**src/rtl/cmd_disp_pkg.sv**
```systemverilog
package cmd_disp_pkg;
  typedef enum logic [1:0] {
    CK_VTX   = 2'b00,
    CK_BEGIN = 2'b01,
    CK_END   = 2'b10,
    CK_STATE = 2'b11
  } cmd_kind_e;

  typedef enum logic [1:0] {
    SQ_IDLE = 2'd0,
    SQ_BEG  = 2'd1,
    SQ_R0   = 2'd2,
    SQ_R1   = 2'd3
  } seq_e;
endpackage

```
**src/rtl/cmd_rr_ptr.sv**
```systemverilog
module cmd_rr_ptr #(
  parameter int NW = 4,
  localparam int PW = (NW > 1) ? $clog2(NW) : 1
) (
  input  logic          clk,
  input  logic          rst_n,
  input  logic          adv,
  output logic [NW-1:0] cur_oh
);
  logic [PW-1:0] ptr_q, ptr_d;

  always_comb begin
    ptr_d = ptr_q;
    if (adv) begin
      if (ptr_q == PW'(NW - 1)) ptr_d = '0;
      else                      ptr_d = ptr_q + PW'(1);
    end
  end

  always_ff @(posedge clk or negedge rst_n) begin
    if (!rst_n)   ptr_q <= '0;
    else if (adv) ptr_q <= ptr_d;
  end

  for (genvar i = 0; i < NW; i++) begin : g_dec
    assign cur_oh[i] = (ptr_q == PW'(i));
  end
endmodule

```
**src/rtl/cmd_strip_state.sv**
```systemverilog
module cmd_strip_state #(
  parameter int MAXV = 6,
  parameter int DW   = 32,
  localparam int CW  = $clog2(MAXV + 1)
) (
  input  logic          clk,
  input  logic          rst_n,
  input  logic          start,
  input  logic          push,
  input  logic          finish,
  input  logic          replayed,
  input  logic [DW-1:0] in_data,
  output logic          in_strip,
  output logic          full,
  output logic [DW-1:0] beg_data,
  output logic [DW-1:0] hist_old,
  output logic [DW-1:0] hist_new
);
  logic [CW-1:0] cnt_q, cnt_d;
  logic          act_q, act_d;
  logic          cnt_en, hist_en;

  always_comb begin
    cnt_d  = cnt_q;
    act_d  = act_q;
    cnt_en = start | push | finish | replayed;
    if (start) begin
      cnt_d = '0;
      act_d = 1'b1;
    end else if (finish) begin
      cnt_d = '0;
      act_d = 1'b0;
    end else if (replayed) begin
      cnt_d = CW'(2);
    end else if (push) begin
      cnt_d = cnt_q + CW'(1);
    end
    hist_en = push;
  end

  always_ff @(posedge clk or negedge rst_n) begin
    if (!rst_n) begin
      cnt_q <= '0;
      act_q <= 1'b0;
    end else if (cnt_en) begin
      cnt_q <= cnt_d;
      act_q <= act_d;
    end
  end

  always_ff @(posedge clk) begin
    if (start) beg_data <= in_data;
    if (hist_en) begin
      hist_old <= hist_new;
      hist_new <= in_data;
    end
  end

  assign in_strip = act_q;
  assign full     = (cnt_q >= CW'(MAXV));
endmodule

```
**src/rtl/cmd_out_slot.sv**
```systemverilog
module cmd_out_slot #(
  parameter int NW = 4,
  parameter int WW = 34
) (
  input  logic          clk,
  input  logic          rst_n,
  input  logic          load,
  input  logic [NW-1:0] load_mask,
  input  logic [WW-1:0] load_word,
  input  logic [NW-1:0] w_ready,
  output logic [NW-1:0] w_valid,
  output logic [WW-1:0] word,
  output logic          free
);
  logic [NW-1:0] mask_q, mask_d, left;

  always_comb begin
    left   = mask_q & ~w_ready;
    free   = (left == '0);
    mask_d = load ? load_mask : left;
  end

  always_ff @(posedge clk or negedge rst_n) begin
    if (!rst_n) mask_q <= '0;
    else        mask_q <= mask_d;
  end

  always_ff @(posedge clk) begin
    if (load) word <= load_word;
  end

  assign w_valid = mask_q;
endmodule

```
**src/rtl/cmd_dispatch.sv**
```systemverilog
module cmd_dispatch
  import cmd_disp_pkg::*;
#(
  parameter int NW   = 4,
  parameter int MAXV = 6,
  parameter int DW   = 32
) (
  input  logic          clk,
  input  logic          rst_n,
  input  logic          cmd_valid,
  output logic          cmd_ready,
  input  logic [1:0]    cmd_type,
  input  logic [DW-1:0] cmd_data,
  output logic [NW-1:0] w_valid,
  input  logic [NW-1:0] w_ready,
  output logic [1:0]    w_type,
  output logic [DW-1:0] w_data
);
  localparam int WW = DW + 2;

  seq_e          seq_q, seq_d;
  logic          free, load, adv;
  logic [NW-1:0] cur_oh, load_mask;
  logic [WW-1:0] load_word, slot_word;
  logic          st_start, st_push, st_finish, st_replay;
  logic          in_strip, full;
  logic [DW-1:0] beg_data, hist_old, hist_new;
  cmd_kind_e     kind;
  logic          split_now;

  assign kind      = cmd_kind_e'(cmd_type);
  assign split_now = cmd_valid && (kind == CK_VTX) && in_strip && full;

  cmd_rr_ptr #(.NW(NW)) u_ptr (
    .clk(clk), .rst_n(rst_n), .adv(adv), .cur_oh(cur_oh)
  );

  cmd_strip_state #(.MAXV(MAXV), .DW(DW)) u_strip (
    .clk(clk), .rst_n(rst_n), .start(st_start), .push(st_push),
    .finish(st_finish), .replayed(st_replay), .in_data(cmd_data),
    .in_strip(in_strip), .full(full), .beg_data(beg_data),
    .hist_old(hist_old), .hist_new(hist_new)
  );

  cmd_out_slot #(.NW(NW), .WW(WW)) u_slot (
    .clk(clk), .rst_n(rst_n), .load(load), .load_mask(load_mask),
    .load_word(load_word), .w_ready(w_ready), .w_valid(w_valid),
    .word(slot_word), .free(free)
  );

  always_comb begin
    seq_d     = seq_q;
    load      = 1'b0;
    load_mask = cur_oh;
    load_word = {cmd_type, cmd_data};
    adv       = 1'b0;
    cmd_ready = 1'b0;
    st_start  = 1'b0;
    st_push   = 1'b0;
    st_finish = 1'b0;
    st_replay = 1'b0;
    unique case (seq_q)
      SQ_IDLE: begin
        if (free) begin
          if (split_now) begin
            load      = 1'b1;
            load_word = {CK_END, {DW{1'b0}}};
            adv       = 1'b1;
            seq_d     = SQ_BEG;
          end else begin
            cmd_ready = 1'b1;
            if (cmd_valid) begin
              load = 1'b1;
              unique case (kind)
                CK_STATE: load_mask = '1;
                CK_BEGIN: st_start  = 1'b1;
                CK_END: begin
                  adv       = 1'b1;
                  st_finish = 1'b1;
                end
                CK_VTX: begin
                  if (in_strip) st_push = 1'b1;
                  else          adv     = 1'b1;
                end
                default: ;
              endcase
            end
          end
        end
      end
      SQ_BEG: begin
        if (free) begin
          load      = 1'b1;
          load_word = {CK_BEGIN, beg_data};
          seq_d     = SQ_R0;
        end
      end
      SQ_R0: begin
        if (free) begin
          load      = 1'b1;
          load_word = {CK_VTX, hist_old};
          seq_d     = SQ_R1;
        end
      end
      SQ_R1: begin
        if (free) begin
          load      = 1'b1;
          load_word = {CK_VTX, hist_new};
          st_replay = 1'b1;
          seq_d     = SQ_IDLE;
        end
      end
      default: seq_d = SQ_IDLE;
    endcase
  end

  always_ff @(posedge clk or negedge rst_n) begin
    if (!rst_n) seq_q <= SQ_IDLE;
    else        seq_q <= seq_d;
  end

  assign w_type = slot_word[WW-1:DW];
  assign w_data = slot_word[DW-1:0];
endmodule

```
**config.mk**
```make
export PLATFORM = sky130hd
export DESIGN_NAME = cmd_dispatch
export DESIGN_NICKNAME = d
export VERILOG_FILES = /design/src/rtl/cmd_disp_pkg.sv /design/src/rtl/cmd_rr_ptr.sv /design/src/rtl/cmd_strip_state.sv /design/src/rtl/cmd_out_slot.sv /design/src/rtl/cmd_dispatch.sv
export SDC_FILE = /design/constraint.sdc
export NUM_CORES = 1
export LEC_CHECK = 0
export ABC_AREA = 1
export CORE_ASPECT_RATIO = 0.7
export CORE_MARGIN = 2
export CORE_UTILIZATION = 50
export DETAILED_ROUTE_END_ITERATION = 10
export PLACE_DENSITY = 0.81
export SETUP_SLACK_MARGIN = 0.15
export SYNTH_ARGS = -nofsm -noshare
export SYNTH_HDL_FRONTEND = slang
export SYNTH_HIERARCHICAL = 1
export SYNTH_SLANG_ARGS = --single-unit
export TNS_END_PERCENT = 100
```
**constraint.sdc**
```tcl
create_clock -name clk -period 9.7 [get_ports clk]
set_input_delay 1.94 -clock clk [delete_from_list [all_inputs] [get_ports clk]]
set_output_delay 1.94 -clock clk [all_outputs]
set_load 0.01 [all_outputs]
```
==> impl_metrics.env, run 1 <==
export IMPL_layout_nets=781
export IMPL_syn_to_final_growth_pct=23.2
export IMPL_yosysSeqAreaShare_pct=64.1
export IMPL_postCtsHoldBufs=0
export IMPL_worstRegToRegCells=9
export IMPL_worstSetupStartpointType="input pin"
export IMPL_cts_setup_buffers=0
export IMPL_p_per_area_nw_per_um2=330
export IMPL_cts_resized=0
export IMPL_rsz0062_at_grt="false"
export IMPL_worstHoldPathType="reg -> reg"
export IMPL_drt_total_wl_um=15200
export IMPL_routed_via_density=5.45
export IMPL_dp_cells=872
export IMPL_final_cell_mix="nand2_1 (323), edfxtp_1 (130), clkdlybuf4s50_1 (79), nand3_1 (61), inv_1 (35)"
export IMPL_antenna_cells=0
export IMPL_final_setup_viol_count=0
export IMPL_track_usage_pct=23.0
export IMPL_crit_arrival_ns=4.61
export IMPL_crit_path_top_delay_cell="clkdlybuf4s50_1"
export IMPL_critPathCaptureType="output port"
export IMPL_die_area_um2=14100
export IMPL_die_height_um=99.8
export IMPL_cts_buffers=17
export IMPL_slew_violations=0
export IMPL_worst_pin_slew_ns=1.24
export IMPL_yosysWarningCount=6
export IMPL_grt_pass1_wl_um=24700
export IMPL_cts_root_buf="clkbuf_16"
export IMPL_gp_congestion=0.805
export IMPL_start_util_pct=52.1
export IMPL_fp_dieW_um=141
export IMPL_clock_fmax_ghz=0.153
export IMPL_cts_num_sinks=142
export IMPL_layout_drive_gt1_share_pct=8.63
export IMPL_cts_tree="yes"
export IMPL_insertion_delay_ns=0.42
export IMPL_dpl_cell_area_um2=7430
export IMPL_worstPathMaxFanout=61
export IMPL_syn_area_um2=6560
export IMPL_required_ns=7.76
export IMPL_vdd_ir_drop_worst_uv=182
export IMPL_vias=4929
export IMPL_final_hold_viol_count=0
export IMPL_min_path_cells=0
export IMPL_drcViolationCount=0
export IMPL_cp_slowest_stage_delay_ns=0.61
export IMPL_dp_slack_ns=3.22
export IMPL_ctsHtreeMaxLevel=4
export IMPL_synth_edf_count=130
export IMPL_drt_iter0_markers=505
export IMPL_ys_types=32
export IMPL_power_leakage_nw=3.48
export IMPL_hpwl_um=9050
export IMPL_clkTransAtPathRegs_ns=0.06
export IMPL_syn_inst=656
export IMPL_rows=34
export IMPL_ant_nets=0
export IMPL_clock_skew_ns=0.00945
export IMPL_synthFlopType="edfxtp_1"
export IMPL_firstDrtPassIters=5
export IMPL_ios=80
export IMPL_grt_max_degree=62
export IMPL_path_class="in -> out"
export IMPL_syn_num_nets=708
export IMPL_layout_commonest_cell="nand2_1"
export IMPL_path_cells="clkdlybuf4s50_1 > inv_1 > nand2_1 > nand2_1 > nor2_4 > buf_4 > inv_2 > nor3_1 > clkdlybuf4s50_1"
export IMPL_period_share_pct=67.6
export IMPL_fin_util_pct=64.1
export IMPL_fin_cells=904
export IMPL_synth_seq_cells=142
export IMPL_outcome="complete, no violations"
export IMPL_postSynthAreaPerCell_um2=9.99
export IMPL_grt_pass1_vias=4973
export IMPL_cts_buffer_depth=2
export IMPL_maxCapViolCount=0
export IMPL_min_period_ns=6.55
export IMPL_relSlewSlack_pct=17.2
export IMPL_wl_per_cell_um=16.8
export IMPL_io_buffers=79
export IMPL_ys_async_sr_fraction_pct=8.45
export IMPL_fin_tns_setup_ns=0
export IMPL_antenna_found_initial=0
export IMPL_layout_setup_ws_ns=3.15
export IMPL_core_area_um2=12600
export IMPL_fin_area_um2=8080
export IMPL_overflow=0
export IMPL_fill_cells=933
## flip-flops by register name, summed over array words and instances, names as in the netlist
name	count
u_slot/w_valid	4
u_strip/cnt_q	3
seq_q	2
u_strip/beg_data	32
u_strip/hist_old	32
u_slot/word	34
u_ptr/ptr_q	2
u_strip/hist_new	32
u_strip/in_strip	1
## synth_stat cells (all sizes together) (2+ instances only)
cell type,number,area (µm²)
nor2,12,76.3
a41oi,4,35.0
nand2,325,1220
dfrtp,12,300
nand4,2,12.5
clkbuf,10,37.5
nand3,71,420
ha,11,138
o21ai,6,30.0
inv,40,155
edfxtp,130,3900
buf,21,146
nor3,3,15.0
a21oi,3,15.0
## critical path, delay by kind of cell
kind | cells | cell delay, ns
buf+inv | 5 | 1.98
simple gates | 4 | 0.66
## layer usage
| metal | part of all wire, % | global-route usage [%] | vias up |
|---|---|---|---|
| li1 | - | - | 2313 |
| met1 | 40 | 27.9 | 2354 |
| met2 | 50 | 39.1 | 230 |
| met3 | 7.7 | 5.73 | 32 |
| met4 | 2.0 | 11.4 | 0 |
| met5 | 0 | 0 | - |
## final timing paths
path | start | end | slack, ns
max reg2reg | u_slot/w_valid[1] | u_slot/w_valid[0] | 6.35
min | u_strip/hist_new[21] | u_strip/hist_old[21] | 0.44
min in group asynchronous | rst_n | u_slot/w_valid[3] | 1.91
max | w_ready[1] | cmd_ready | 3.15
min reg2reg | u_strip/hist_new[21] | u_strip/hist_old[21] | 0.44
max in group asynchronous | rst_n | seq_q[0] | 7.38
## area by class of cell
type                            count  area, µm²  share of cell area, %
Sequential cell                   142       4200                   52.1
Multi-Input combinational cell    443       2030                   25.2
Timing Repair Buffer               85        836                   10.3
Clock buffer                       18        429                   5.31
Clock inverter                     14        215                   2.66
Tap cell                          162        203                   2.51
Inverter                           40        155                   1.92
## power breakdown
part / switching, W / total (W) / internal [W]
Combinational: 0.000684 / 0.00106 / 0.000379
Clock: 0.000257 / 0.000714 / 0.000457
Sequential: 0.0000455 / 0.000890 / 0.000844
Total: 0.000986 / 0.00267 / 0.00168
## stage by stage
stage / hold WS (ns) / power, W
after floorplan: 0.426 / 0.00160
after global placement: 0.429 / 0.00188
after detailed placement: 0.432 / 0.00193
after CTS: 0.441 / 0.00267
after global routing: 0.457 / 0.00283
final: 0.438 / 0.00267
## logic make-up (layout without fill, tap and decap cells)
family / after synthesis / after routing / share of synthesized area, %
xor+xnor: 1 / 1 / 0.134
fa+ha+maj: 11 / 11 / 2.10
flops: 142 / 142 / 64.1
compound gates: 17 / 17 / 1.72
simple gates: 414 / 414 / 26.7
buf+inv: 71 / 157 / 5.17
Power figures use the tool's default switching activity.
==> run 2, diff against run 1 <==
- PLACE_DENSITY: 0.81 -> 0.84
- clock period: 9.7 -> 5.3 ns (I/O delays scaled with it)
==> impl_metrics.env, run 2 (synthesis gave the netlist of run 1 again) <==
export IMPL_period_share_pct=75.1
export IMPL_worstPathMaxFanout=21
export IMPL_drt_total_wl_um=14900
export IMPL_layout_commonest_cell="nand2_1"
export IMPL_layout_setup_ws_ns=1.32
export IMPL_relSlewSlack_pct=29.4
export IMPL_cp_top_family="buffers and inverters"
export IMPL_fin_tns_setup_ns=0
export IMPL_overflow=0
export IMPL_ant_nets=0
export IMPL_path_buf_inv=4
export IMPL_p_per_area_nw_per_um2=597
export IMPL_critPathCaptureType="output port"
export IMPL_power_leakage_nw=3.48
export IMPL_antenna_cells=0
export IMPL_worstHoldPathType="reg -> reg"
export IMPL_crit_arrival_ns=2.92
export IMPL_layout_nets=783
export IMPL_routed_via_density=5.32
export IMPL_power_total_w=0.00482
export IMPL_wl_per_cell_um=16.4
export IMPL_grt_max_degree=61
export IMPL_die_area_um2=14100
export IMPL_largest_register_ffs=34
export IMPL_cts_setup_buffers=0
export IMPL_fin_area_um2=8080
export IMPL_io_buffers=79
export IMPL_cts_buffer_depth=2
export IMPL_path_class="in -> out"
export IMPL_cp_slowest_stage_delay_ns=0.58
export IMPL_grt_pass1_wl_um=24000
export IMPL_dp_slack_ns=1.24
export IMPL_cts_num_sinks=142
export IMPL_final_cell_mix="nand2_1 (323), edfxtp_1 (130), clkdlybuf4s50_1 (79), nand3_1 (61), inv_1 (35)"
export IMPL_antenna_found_initial=0
export IMPL_cts_resized=0
export IMPL_path_cells="clkdlybuf4s50_1 > inv_1 > nand2_1 > nand2_1 > nor2_4 > inv_2 > nor3_1 > clkdlybuf4s50_1"
export IMPL_clkTransAtPathRegs_ns=0.06
export IMPL_clock_fmax_ghz=0.251
export IMPL_worst_pin_slew_ns=1.06
export IMPL_min_period_ns=3.98
export IMPL_rsz0062_at_grt="false"
export IMPL_track_usage_pct=22.4
export IMPL_syn_to_final_growth_pct=23.2
export IMPL_vdd_ir_drop_worst_uv=389
export IMPL_cts_buffers=17
export IMPL_dpl_cell_area_um2=7460
export IMPL_start_util_pct=52.1
export IMPL_rows=34
export IMPL_ctsHtreeMaxLevel=4
export IMPL_fill_cells=956
export IMPL_vias=4821
export IMPL_final_setup_viol_count=0
export IMPL_layout_drive_gt1_share_pct=8.74
export IMPL_grt_pass1_vias=4880
export IMPL_drt_iter0_markers=495
export IMPL_hpwl_um=9460
export IMPL_maxCapViolCount=0
export IMPL_crit_path_top_delay_cell="clkdlybuf4s50_1"
export IMPL_required_ns=4.24
export IMPL_postCtsHoldBufs=0
export IMPL_ios=80
export IMPL_core_area_um2=12600
export IMPL_final_hold_viol_count=0
export IMPL_worstSetupStartpointType="input pin"
export IMPL_outcome="complete, no violations"
export IMPL_gp_congestion=0.786
export IMPL_top_register="u_slot/word"
export IMPL_cts_tree="yes"
export IMPL_fp_dieW_um=141
export IMPL_slew_violations=0
export IMPL_firstDrtPassIters=5
export IMPL_insertion_delay_ns=0.43
export IMPL_die_height_um=99.8
export IMPL_clock_skew_ns=0.0104
export IMPL_cts_root_buf="clkbuf_16"
export IMPL_drcViolationCount=0
[run 2: cell types whose count changed in the layout (fill, tap and decap cells not counted), sizes merged]
| cell | before | now |
|---|---|---|
| buf | 6 | 8 |
| bufinv | 5 | 4 |
| clkbuf | 18 | 17 |
| clkinv | 5 | 7 |
[run 2: area by class of cell]
type	instances	area [µm²]	area share, %
Timing Repair Buffer	87	863	10.7
Sequential cell	142	4200	52.0
Tap cell	162	203	2.51
Clock buffer	17	425	5.27
Multi-Input combinational cell	443	2030	25.2
Inverter	40	155	1.92
Clock inverter	15	193	2.39
[run 2: worst paths after layout]
kind	depth (start not counted)	slack (ns)	end	from
worst min register to register	0	0.44	u_strip/hist_old[5]	u_strip/hist_new[5]
worst min-delay path	0	0.44	u_strip/hist_old[5]	u_strip/hist_new[5]
worst max register to register	7	2.38	u_strip/hist_new[14]	u_slot/w_valid[1]
worst max-delay path	8	1.32	cmd_ready	w_ready[0]
max in group asynchronous	1	3.90	seq_q[0]	rst_n
min in group asynchronous	1	1.01	u_slot/w_valid[0]	rst_n
[run 2: stage by stage]
| stage | hold slack, ns | utilization (%) | std cells |
|---|---|---|---|
| after floorplan | 0.426 | - | 656 |
| after global placement | 0.429 | 59.2 | 874 |
| after detailed placement | 0.436 | 59.2 | 874 |
| after CTS | 0.446 | 64.1 | 906 |
| after global routing | 0.450 | 64.1 | 906 |
| final | 0.445 | 64.1 | 906 |
[run 2: worst register-to-register path, delay by kind of cell, from the launching register on]
| kind | cells | cell delay [ns] |
|---|---|---|
| simple gates | 5 | 1.36 |
| flops | 1 | 0.39 |
| buf+inv | 2 | 0.84 |
[run 2: where the power goes]
part | total [W] | internal (W) | switching [W] | leakage (nW)
combinational | 0.00194 | 0.000702 | 0.00124 | 1.81
clock | 0.00125 | 0.000785 | 0.000465 | 0.298
sequential | 0.00163 | 0.00155 | 0.0000842 | 1.37
[run 2: routing by layer]
metal / GRT usage [%] / up-vias / share of wire (%)
li1: - / 2314 / -
met1: 27.9 / 2276 / 41
met2: 37.4 / 207 / 49
met3: 5.92 / 24 / 8.1
met4: 9.85 / 0 / 1.6
met5: 0 / - / 0
==> run 3, diff against run 2 <==
- clock period: 5.3 -> 3.65 ns (I/O delays scaled with it)
==> impl_metrics.env, run 3 (synthesis gave the netlist of run 1 again) <==
export IMPL_grt_pass1_wl_um=25200
export IMPL_cp_slowest_stage_delay_ns=0.60
export IMPL_ctsHtreeMaxLevel=4
export IMPL_ant_nets=0
export IMPL_final_setup_viol_count=0
export IMPL_io_buffers=79
export IMPL_top_register="u_slot/word"
export IMPL_worst_pin_slew_ns=0.900
export IMPL_worstSetupStartpoint="w_ready[0]"
export IMPL_antenna_found_initial=0
export IMPL_relSlewSlack_pct=40.0
export IMPL_syn_to_final_growth_pct=24.7
export IMPL_critPathCaptureType="output port"
export IMPL_cp_depth=8
export IMPL_antenna_cells=0
export IMPL_layout_drive_gt1_share_pct=9.72
export IMPL_outcome="complete, no violations"
export IMPL_slew_violations=0
export IMPL_hpwl_um=9980
export IMPL_clock_fmax_ghz=0.310
export IMPL_p_per_area_nw_per_um2=876
export IMPL_grt_max_degree=60
export IMPL_dpl_cell_area_um2=7560
export IMPL_insertion_delay_ns=0.43
export IMPL_cts_resized=0
export IMPL_overflow=0
export IMPL_maxCapViolCount=0
export IMPL_die_area_um2=14100
export IMPL_firstDrtPassIters=5
export IMPL_power_leakage_nw=3.52
export IMPL_largest_register_ffs=34
export IMPL_worstReg2RegEnd="u_slot/word[32]"
export IMPL_die_height_um=99.8
export IMPL_cts_root_buf="clkbuf_16"
export IMPL_cts_buffers=17
export IMPL_wl_per_cell_um=17.3
export IMPL_worstHoldPathType="reg -> reg"
export IMPL_clock_skew_ns=0.00737
export IMPL_crit_path_top_delay_cell="clkdlybuf4s50_1"
export IMPL_period_share_pct=88.3
export IMPL_rows=34
export IMPL_required_ns=2.92
export IMPL_power_total_w=0.00716
export IMPL_final_cell_mix="nand2_1 (323), edfxtp_1 (130), clkdlybuf4s50_1 (79), nand3_1 (61), inv_1 (35)"
export IMPL_drcViolationCount=0
export IMPL_cp_endpoint="cmd_ready"
export IMPL_vdd_ir_drop_worst_uv=439
export IMPL_layout_commonest_cell="nand2_1"
export IMPL_min_period_ns=3.22
export IMPL_track_usage_pct=23.6
export IMPL_rsz0062_at_grt="false"
export IMPL_ff2ff_setup_slack_ns=1.30
export IMPL_ios=80
export IMPL_cts_setup_buffers=0
export IMPL_start_util_pct=52.1
export IMPL_fin_area_um2=8180
export IMPL_drt_total_wl_um=15800
export IMPL_timing_rr_start="u_slot/w_valid[1]"
export IMPL_postCtsHoldBufs=0
export IMPL_cp_top_family="buffers and inverters"
export IMPL_worstSetupStartpointType="input pin"
export IMPL_path_buf_inv=4
export IMPL_final_hold_viol_count=0
export IMPL_cts_buffer_depth=2
export IMPL_worstPathMaxFanout=3
export IMPL_path_class="in -> out"
export IMPL_core_area_um2=12600
export IMPL_path_cells="clkdlybuf4s50_1 > inv_1 > nand2_1 > nand2_1 > nor2_4 > inv_2 > nor3_1 > clkdlybuf4s50_1"
export IMPL_worstRegToRegCells=9
export IMPL_cts_tree="yes"
export IMPL_routed_via_density=5.56
export IMPL_gp_congestion=0.820
export IMPL_vias=5078
export IMPL_cts_num_sinks=142
export IMPL_clkTransAtPathRegs_ns=0.06
export IMPL_fp_dieW_um=141
export IMPL_layout_nets=790
export IMPL_grt_pass1_vias=5182
export IMPL_fin_tns_setup_ns=0
export IMPL_crit_arrival_ns=2.49
export IMPL_drt_iter0_markers=471
run 3: worst min path at each step:
stage	startpoint	endpoint	slack, ns	cells after the start
final	u_strip/hist_new[31]	u_strip/hist_old[31]	0.45	0
after global routing	u_strip/hist_new[2]	u_strip/hist_old[2]	0.46	0
after CTS	u_strip/hist_new[2]	u_strip/hist_old[2]	0.44	0
after detailed placement	u_strip/hist_new[2]	u_strip/hist_old[2]	0.43	0
after global placement	u_strip/hist_new[5]	u_strip/hist_old[5]	0.43	0
after floorplan	rst_n	seq_q[0]	0.43	0
run 3: final cells by class:
| type | count | area, µm² |
|---|---|---|
| inverter | 40 | 155 |
| sequential | 142 | 4200 |
| timing repair buffer | 94 | 953 |
| clock buffer | 18 | 429 |
| tap | 162 | 203 |
| fill | 878 | 4420 |
| clock inverter | 14 | 191 |
| multi-input combinational | 443 | 2040 |
run 3: power breakdown:
part	leakage (nW)	switching, W	internal (W)	total, W
logic	1.86	0.00188	0.00108	0.00297
registers	1.37	0.000130	0.00224	0.00237
clock network	0.293	0.000684	0.00114	0.00183
total	3.52	0.00270	0.00446	0.00716
run 3: metal layers:
layer	GRT usage, %	routed length (µm)
met1	28.7	6100
met3	6.39	1370
met5	0	0
met4	10.2	276
met2	40.2	8030
run 3: per-stage QoR:
| stage | instances | hold WS (ns) | util, % | setup slack (ns) |
|---|---|---|---|---|
| floorplan | 656 | 0.426 | - | 0.425 |
| global placement | 881 | 0.430 | 60.0 | 0.424 |
| detailed placement | 881 | 0.433 | 60.0 | 0.451 |
| CTS | 913 | 0.445 | 64.9 | 0.424 |
| global route | 913 | 0.457 | 64.9 | 0.322 |
| finish | 913 | 0.445 | 64.9 | 0.427 |
